===== config.mk =====
export PLATFORM = sky130hd
export DESIGN_NAME = tdm_in_sampler
export DESIGN_NICKNAME = d
export VERILOG_FILES = /design/src/rtl/tdm_in_pkg.sv /design/src/rtl/tdm_in_ctrl.sv /design/src/rtl/tdm_in_dpath.sv /design/src/rtl/tdm_in_sampler.sv
export SDC_FILE = /design/constraint.sdc
export NUM_CORES = 1
export LEC_CHECK = 0
export ABC_CLOCK_PERIOD_IN_PS = 3400
export BUFFER_PORTS_ARGS = -buffer_cell sky130_fd_sc_hd__buf_2
export CAP_MARGIN = 25
export CORE_ASPECT_RATIO = 1.1
export CORE_MARGIN = 2
export CORE_UTILIZATION = 40
export DETAILED_ROUTE_END_ITERATION = 6
export PLACE_DENSITY = 0.57
export SETUP_SLACK_MARGIN = 0.02
export SYNTH_ARGS = -nofsm -noshare
export SYNTH_HDL_FRONTEND = slang
export SYNTH_HIERARCHICAL = 1
export SYNTH_SLANG_ARGS = --single-unit

===== constraint.sdc =====
create_clock -name clk -period 3.4 [get_ports clk]
set_input_delay 0.17 -clock clk [delete_from_list [all_inputs] [get_ports clk]]
set_output_delay 0.17 -clock clk [all_outputs]
set_load 0.01 [all_outputs]

===== src/rtl/tdm_in_pkg.sv =====
package tdm_in_pkg;

  localparam int DLY_LSB = 6;
  localparam int SMP_LSB = 4;

  typedef struct packed {
    logic sample;
    logic lastBit;
  } strobe_t;

  function automatic logic [1:0] quarterOf(input logic [1:0] code);
    case (code)
      2'b01:   quarterOf = 2'd0;
      2'b10:   quarterOf = 2'd1;
      2'b00:   quarterOf = 2'd2;
      default: quarterOf = 2'd3;
    endcase
  endfunction

  function automatic logic codeFastLegal(input logic [1:0] code);
    codeFastLegal = (code == 2'b10) || (code == 2'b11);
  endfunction

endpackage


===== src/rtl/tdm_in_ctrl.sv =====
module tdm_in_ctrl
  import tdm_in_pkg::*;
#(
  parameter int NUM_CHANNELS = 32,
  parameter int CTRL_W = 16,
  localparam int FRAME_BITS = NUM_CHANNELS * 8,
  localparam int POS_W = $clog2(FRAME_BITS),
  localparam int CHAN_W = POS_W - 3
) (
  input  logic              clk,
  input  logic              rstN,
  input  logic              framePulse,
  input  logic              ctrlWr,
  input  logic [CTRL_W-1:0] ctrlWord,
  input  logic              fastMode,
  output strobe_t           strb,
  output logic [CHAN_W-1:0] chan,
  output logic [2:0]        cfgDelay,
  output logic [1:0]        cfgCode,
  output logic              cfgErr
);

  localparam int CNT_W = POS_W + 2;
  localparam int FRAME_CLKS = FRAME_BITS * 4;

  logic [CNT_W-1:0] cnt;
  logic [CNT_W-1:0] posNow;
  logic [POS_W-1:0] bitIdx;
  logic [1:0]       phase;
  logic [POS_W:0]   relSum;
  logic [POS_W-1:0] rel;
  logic             locked;
  logic             lockedNow;
  logic             started;
  logic             sampleNow;
  logic [1:0]       wrCode;
  logic             reject;

  assign posNow = framePulse ? '0 : cnt;
  assign bitIdx = posNow[CNT_W-1:2];
  assign phase  = posNow[1:0];

  always_ff @(posedge clk or negedge rstN) begin
    if (!rstN) begin
      cnt <= '0;
    end else if (posNow == CNT_W'(FRAME_CLKS - 1)) begin
      cnt <= '0;
    end else begin
      cnt <= posNow + CNT_W'(1);
    end
  end

  always_comb begin
    relSum = {1'b0, bitIdx} + (POS_W+1)'(FRAME_BITS) - {{(POS_W-2){1'b0}}, cfgDelay};
    if (relSum >= (POS_W+1)'(FRAME_BITS)) begin
      relSum = relSum - (POS_W+1)'(FRAME_BITS);
    end
    rel = relSum[POS_W-1:0];
  end

  assign lockedNow = locked | framePulse;
  assign sampleNow = lockedNow && (phase == quarterOf(cfgCode));

  always_ff @(posedge clk or negedge rstN) begin
    if (!rstN) begin
      locked  <= 1'b0;
      started <= 1'b0;
    end else begin
      if (framePulse) locked <= 1'b1;
      if (sampleNow && rel[2:0] == 3'd0) started <= 1'b1;
    end
  end

  assign strb.sample  = sampleNow;
  assign strb.lastBit = sampleNow && started && (rel[2:0] == 3'd7);
  assign chan         = rel[POS_W-1:3];

  assign wrCode = ctrlWord[SMP_LSB +: 2];
  assign reject = fastMode && !codeFastLegal(wrCode);

  always_ff @(posedge clk or negedge rstN) begin
    if (!rstN) begin
      cfgDelay <= 3'd0;
      cfgCode  <= 2'b00;
      cfgErr   <= 1'b0;
    end else if (ctrlWr) begin
      if (reject) begin
        cfgErr <= 1'b1;
      end else begin
        cfgDelay <= ctrlWord[DLY_LSB +: 3];
        cfgCode  <= wrCode;
        cfgErr   <= 1'b0;
      end
    end
  end

endmodule


===== src/rtl/tdm_in_dpath.sv =====
module tdm_in_dpath
  import tdm_in_pkg::*;
#(
  parameter int CHAN_W = 5
) (
  input  logic              clk,
  input  logic              rstN,
  input  logic              sdIn,
  input  strobe_t           strb,
  input  logic [CHAN_W-1:0] chan,
  output logic [7:0]        byteOut,
  output logic [CHAN_W-1:0] chanOut,
  output logic              byteValid
);

  logic [7:0] shiftReg;
  logic [7:0] shiftNext;

  assign shiftNext = {shiftReg[6:0], sdIn};

  always_ff @(posedge clk or negedge rstN) begin
    if (!rstN) begin
      shiftReg  <= '0;
      byteOut   <= '0;
      chanOut   <= '0;
      byteValid <= 1'b0;
    end else begin
      if (strb.sample) shiftReg <= shiftNext;
      if (strb.lastBit) begin
        byteOut <= shiftNext;
        chanOut <= chan;
      end
      byteValid <= strb.lastBit;
    end
  end

endmodule


===== src/rtl/tdm_in_sampler.sv =====
module tdm_in_sampler
  import tdm_in_pkg::*;
#(
  parameter int NUM_CHANNELS = 32,
  parameter int CTRL_W = 16,
  localparam int CHAN_W = $clog2(NUM_CHANNELS * 8) - 3
) (
  input  logic              clk,
  input  logic              rstN,
  input  logic              framePulse,
  input  logic              sdIn,
  input  logic              ctrlWr,
  input  logic [CTRL_W-1:0] ctrlWord,
  input  logic              fastMode,
  output logic [7:0]        byteOut,
  output logic [CHAN_W-1:0] chanOut,
  output logic              byteValid,
  output logic              cfgErr
);

  strobe_t           strb;
  logic [CHAN_W-1:0] chan;
  logic [2:0]        cfgDelay;
  logic [1:0]        cfgCode;

  tdm_in_ctrl #(.NUM_CHANNELS(NUM_CHANNELS), .CTRL_W(CTRL_W)) ctrl_i (
    .clk(clk), .rstN(rstN), .framePulse(framePulse), .ctrlWr(ctrlWr),
    .ctrlWord(ctrlWord), .fastMode(fastMode), .strb(strb), .chan(chan),
    .cfgDelay(cfgDelay), .cfgCode(cfgCode), .cfgErr(cfgErr)
  );

  tdm_in_dpath #(.CHAN_W(CHAN_W)) dpath_i (
    .clk(clk), .rstN(rstN), .sdIn(sdIn), .strb(strb), .chan(chan),
    .byteOut(byteOut), .chanOut(chanOut), .byteValid(byteValid)
  );

endmodule


==> impl_metrics.yaml, run 1 <==
run_status:
  violations: "hold timing"
  status: "finished, violations left"
timing:
  finalClockSkew_ps: 4.22
  rsz0062_at_grt: "false"
  maxSlewHeadroom: 0.433
  hold_ws_ps: -13.5
  fmax_mhz: 383
  hold_violations: 30
  period_minus_slack_ps: 2610
  setup-violations-final: 0
  tns_ps: 0
  period_share: 0.768
  tightest_slew_ps: 850
  drv_slew: 0
global_routing:
  antenna_found_initial: 0
  grt_pass1_wl_um: 5990
  grt_pass1_vias: 1324
  grt_overflow: 0
  grt_max_degree: 40
  grt_usage: 0.139
cts:
  numClockSinks: 39
  clkTransAtPathRegs_ps: 80
  cts_setup_buffers: 0
  clock_path_buffers: 2
  clk_latency_ps: 290
  clockRootBuffer: "clkbuf_8"
  cts_resized: 0
  htreeDepth: 2
  cts_buffers: 5
  ctsHoldBuffers: 0
  cts_tree: "yes"
power_and_ir_drop:
  powerDensity_nw_per_um2: 633
  peakVddDrop_mv: 0.342
  cellLeakagePower_nw: 1.05
worst_setup_path:
  slowest_stage: "and4_1"
  cp.arrival_ps: 2790
  setup.worst_path.class: "reg -> reg"
  crit_path_end_kind: "flop"
  cp-startpoint: "ctrl_i/cfgCode[0]"
  critPathRequiredTime_ps: 3580
  crit_fanout: 9
  r2r_start: "ctrl_i/cfgCode[0]"
  cp-start-kind: "flop"
  critical_path.cell_chain: "inv_1, ha_1, nor2_1, xor2_1, and3_1, and4_1, buf_4, mux2_4"
  cpPeakStageDelay_ps: 590
floorplan:
  io_pins: 37
  die_y_um: 77.1
  core_area_sq_um: 4650
  fp.dieArea_sq_um: 5440
  die_x_um: 70.5
  start_util: 0.418
  rows: 26
final_layout:
  seqCellArea_sq_um: 976
  syn_to_final_growth_pct: 12.4
  nFillCells: 440
  multiInputGateArea_sq_um: 885
  utilization: 0.470
  final_layout_size_suffix_gt1_frac: 0.339
  antenna_cells: 0
  nets: 215
logic_synthesis:
  ys_ff_latch: 39
  synth_top_area_share: 0.502
  yosysWarningCount: 6
  synth_area_leader_cell: "dfrtp_1"
  yosysUniqueCellTypes: 35
  synth_area_leaders: "dfrtp_1 (50%), mux2_2 (8.1%), mux2_4 (7.7%), ha_1 (4.5%), xnor2_1 (4.1%)"
  synth_cells: 159
  synth.net_count: 189
  synth-seq-area-share: 0.502
  synth.avg_cell_area_sq_um: 12.2
  synthesis.area_sq_um: 1940
placement:
  port_buffers: 25
  gp_congestion: 0.736
  dpl.hpwl_um: 2430
route:
  wl_per_cell_um: 13.4
  drt-total-wl_um: 3240
  drt_iter0_markers: 56
  drt-vias-per-instance: 5.12
  firstDrtPassIters: 4
  drc_errors: 0
  dr_total_vias: 1239
  ant_nets: 0
worst_hold_path:
  hold_path_class: "in -> async"
job:
  drv_cap: 0
## power breakdown
group	total [mW]	switching (mW)	leakage [nW]	internal [mW]
sequential	0.678	0.0785	0.484	0.599
combinational	0.398	0.162	0.524	0.236
clock	0.308	0.165	0.0402	0.143
total	1.38	0.405	1.05	0.978
## stage by stage
stage	setup slack [ps]	std cells	power, mW	hold WS [ps]	cell area (sq um)
after global placement	742	234	1.08	321	2100
final	789	242	1.38	-13.5	2190
after detailed placement	698	234	1.09	335	2100
after floorplan	1100	159	0.962	-126	1940
after global routing	643	242	1.48	57.6	2190
after CTS	761	242	1.41	15.0	2190
## placed cells by master, fill, tap and decap left out, drive strengths merged, types with 5 or more instances in the layout
cell type,count
buf,26
clkbuf,5
dfrtp,39
ha,7
inv,9
mux2,24
nand2,5
nand2b,5
nor2,16
nor3,7
xnor2,9
## worst paths after layout
kind,depth (start not counted),slack [ps],to
worst max-delay path,8,790,dpath_i/byteOut[4]
worst min-delay path,1,-10,ctrl_i/cnt[9]
worst max register to register,8,790,dpath_i/byteOut[4]
worst min register to register,1,450,ctrl_i/started
max in group asynchronous,1,2880,dpath_i/byteOut[4]
min in group clk,3,100,ctrl_i/cfgCode[1]
## critical path, delay by kind of cell, from the launching register on
kind	cells	cell delay, ps
simple gates	3	1150
flops	1	370
buf+inv	2	320
mux	1	300
fa+ha+maj	1	190
xor+xnor	1	150
## per-layer routing
metal  vias up  global-route usage  share of wire
li1        587                   -              -
met1       622               0.165           0.45
met2        25               0.232           0.49
met3         5              0.0460          0.045
met4         0              0.0519          0.016
met5         -                   0              0
## sequential cells by signal, summed over array words and instances, names as in the netlist
name,flops
ctrl_i/cfgErr,1
ctrl_i/cfgDelay,3
ctrl_i/locked,1
ctrl_i/cfgCode,2
dpath_i/byteValid,1
dpath_i/byteOut,8
dpath_i/chanOut,5
ctrl_i/cnt,10
dpath_i/shiftReg,7
ctrl_i/started,1
## layout make-up
cell class / count / area share
Clock buffer: 5 / 0.0315
Clock inverter: 3 / 0.00916
Inverter: 9 / 0.0155
Multi-Input combinational cell: 104 / 0.405
Sequential cell: 39 / 0.446
Tap cell: 56 / 0.0321
Timing Repair Buffer: 26 / 0.0607
## cells in the mapped netlist (all sizes together)
master,number
dfrtp,39
mux2,24
nor2,16
inv,9
xnor2,9
ha,7
nor3,7
buf,5
nand2,5
nand2b,5
nand3,4
nor2b,4
xor2,4
o21ai,3
a41o,2
and2b,2
clkbuf,2
nand4b,2
a21o,1
a311oi,1
and3,1
and4,1
fa,1
nand4,1
o21a,1
o32ai,1
or2,1
or3,1
## cells by family (layout without fill, tap and decap cells)
group	Yosys count	after routing	share of synthesized area
buffers and inverters	16	43	0.0431
and+or+nand+nor	50	50	0.148
AOI/OAI and AO/OA	9	9	0.0348
DFF	39	39	0.502
muxes	24	24	0.158
xor gates and xnor gates	13	13	0.0586
adders and majority gates	8	8	0.0553
No activity file was read; power rests on OpenSTA's default activity.
==> run 2: changes to the inputs <==
--- a/config.mk
+++ b/config.mk
@@ -5,14 +5,14 @@
 export SDC_FILE = /design/constraint.sdc
 export NUM_CORES = 1
 export LEC_CHECK = 0
-export ABC_CLOCK_PERIOD_IN_PS = 3400
+export ABC_CLOCK_PERIOD_IN_PS = 2300
 export BUFFER_PORTS_ARGS = -buffer_cell sky130_fd_sc_hd__buf_2
 export CAP_MARGIN = 25
 export CORE_ASPECT_RATIO = 1.1
 export CORE_MARGIN = 2
 export CORE_UTILIZATION = 40
 export DETAILED_ROUTE_END_ITERATION = 6
-export PLACE_DENSITY = 0.57
+export PLACE_DENSITY = 0.59
 export SETUP_SLACK_MARGIN = 0.02
 export SYNTH_ARGS = -nofsm -noshare
 export SYNTH_HDL_FRONTEND = slang
==> constraint.sdc (replaced) <==
create_clock -name clk -period 2.3 [get_ports clk]
set_input_delay 0.115 -clock clk [delete_from_list [all_inputs] [get_ports clk]]
set_output_delay 0.115 -clock clk [all_outputs]
set_load 0.01 [all_outputs]
==> run 2 against run 1 <==
  * The run now ends clean
  * First-iteration DRC count decreased by 30%
  * Global-route usage decreased by 0.24 points
  * Worst hold slack improved by 52 ps
  * Combinational power increased by 56%
  * Count of clock-buffer cells in the layout unchanged
  * Fmax increased by 22%
  * Critical path type unchanged
  * Critical endpoint is now dpath_i/byteOut[5]
  * Largest cell class unchanged
==> impl_metrics.yaml, run 2 (synthesis results as in run 1) <==
floorplan:
  die_y_um: 77.1
  die_x_um: 70.5
  rows: 26
  io_pins: 37
  core_area_sq_um: 4650
  fp.dieArea_sq_um: 5440
  start_util: 0.418
power_and_ir_drop:
  powerDensity_nw_per_um2: 919
  cellLeakagePower_nw: 1.09
  peakVddDrop_mv: 0.395
  power_mw: 2.07
final_layout:
  design_area_sq_um: 2250
  nets: 222
  largestRegisters: "ctrl_i/cnt (10), dpath_i/byteOut (8), dpath_i/shiftReg (7)"
  largest_reg_flops: 10
  syn_to_final_growth_pct: 16.0
  layout_commonest_cell: "dfrtp_1"
  layout_common_cells: "dfrtp_1 (39), buf_2 (25), nor2_1 (16)"
  antenna_cells: 0
  utilization: 0.485
  top_register: "ctrl_i/cnt"
  final_layout_size_suffix_gt1_frac: 0.368
global_routing:
  grt_overflow: 0
  grt_pass1_vias: 1276
  grt_max_degree: 40
  grt_usage: 0.137
  grt_pass1_wl_um: 5820
  antenna_found_initial: 0
worst_hold_path:
  hp-start: "ctrlWord[5]"
  min_path_cells: 3
  min_to: "ctrl_i/cfgCode[1]"
  hold_path_class: "in -> reg"
worst_setup_path:
  crit_path_end_kind: "flop"
  r2r_start: "ctrl_i/cnt[2]"
  worstReg2RegEnd: "dpath_i/byteOut[5]"
  r2r_slack_ps: 170
  r2r_cells: 7
  critPathRequiredTime_ps: 2480
  cp-start-kind: "flop"
  crit_fanout: 9
  setup.worst_path.class: "reg -> reg"
  cp.arrival_ps: 2310
route:
  firstDrtPassIters: 3
  drt-total-wl_um: 3360
  drt_iter0_markers: 39
  wl_per_cell_um: 13.5
  dr_total_vias: 1242
  drc_errors: 0
  ant_nets: 0
  drt-vias-per-instance: 4.99
timing:
  setup-violations-final: 0
  period_minus_slack_ps: 2130
  hold_violations: 0
  drv_slew: 0
  tns_ps: 0
  finalClockSkew_ps: 4.52
  maxSlewHeadroom: 0.435
  tightest_slew_ps: 847
  fmax_mhz: 469
  rsz0062_at_grt: "false"
  period_share: 0.927
cts:
  cts_tree: "yes"
  clock_path_buffers: 2
  numClockSinks: 39
  clk_latency_ps: 290
  cts_buffers: 5
  htreeDepth: 2
  clkTransAtPathRegs_ps: 80
  clockRootBuffer: "clkbuf_8"
job:
  drv_cap: 0
run_status:
  status: "complete, no violations"
placement:
  gp_congestion: 0.814
  place_area_sq_um: 2130
  dpl.hpwl_um: 2550
  port_buffers: 25
run 2: changes by cell type in the layout (fill, tap and decap cells not counted), sizes merged:
cell / before / now
buf: 26 / 32
dlygate4sd3: 0 / 1
run 2: final cells by class:
class,count,area [sq um]
inverter,9,33.8
tap,56,70.1
clock buffer,5,68.8
sequential,39,976
fill,421,2400
multi-input combinational,104,895
clock inverter,3,20.0
timing repair buffer,33,191
run 2: what timing repair did:
item	CTS	global route
resized for setup	1	2
hold buffers	1	0
setup endpoints to repair	1	13
endpoints found under the hold margin	39	0
setup buffers	0	1
run 2: critical path: stages, from the launching register on:
cell	delay [ps]
dfrtp_1	400
nand2b_1	100
ha_1	220
fa_2	380
xnor2_2	180
and4_1	240
buf_6	170
mux2_2	340
run 2: report_power, final:
group          internal (mW)  switching [mW]
Clock                  0.211           0.240
Sequential             0.886           0.117
Combinational          0.370           0.249
Total                   1.47           0.606
run 2: metrics by stage:
stage / hold WS [ps] / setup WS [ps] / instances
global placement: 264 / 119 / 239
finish: 38.3 / 167 / 249
floorplan: -181 / 55.9 / 159
CTS: 30.0 / 42.2 / 248
global route: 48.8 / 84.6 / 249
detailed placement: 281 / 42.8 / 239
run 2: layer usage:
metal,vias up,GRT usage,routed length (um)
li1,604,-,-
met4,0,0.0462,31
met3,5,0.0394,139
met5,-,0,0
met2,25,0.237,1730
met1,608,0.160,1460
run 2: how the worst max path moves through the flow:
stage	cells past startpoint	slack, ps	endpoint	start
final	7	170	dpath_i/byteOut[5]	ctrl_i/cnt[2]
after global routing	7	80	dpath_i/byteOut[7]	ctrl_i/cnt[2]
after CTS	7	40	dpath_i/byteOut[5]	ctrl_i/cnt[3]
after detailed placement	7	40	dpath_i/byteOut[5]	ctrl_i/cnt[3]
after global placement	7	120	dpath_i/byteOut[7]	ctrl_i/cnt[3]
after floorplan	9	60	dpath_i/byteOut[0]	framePulse
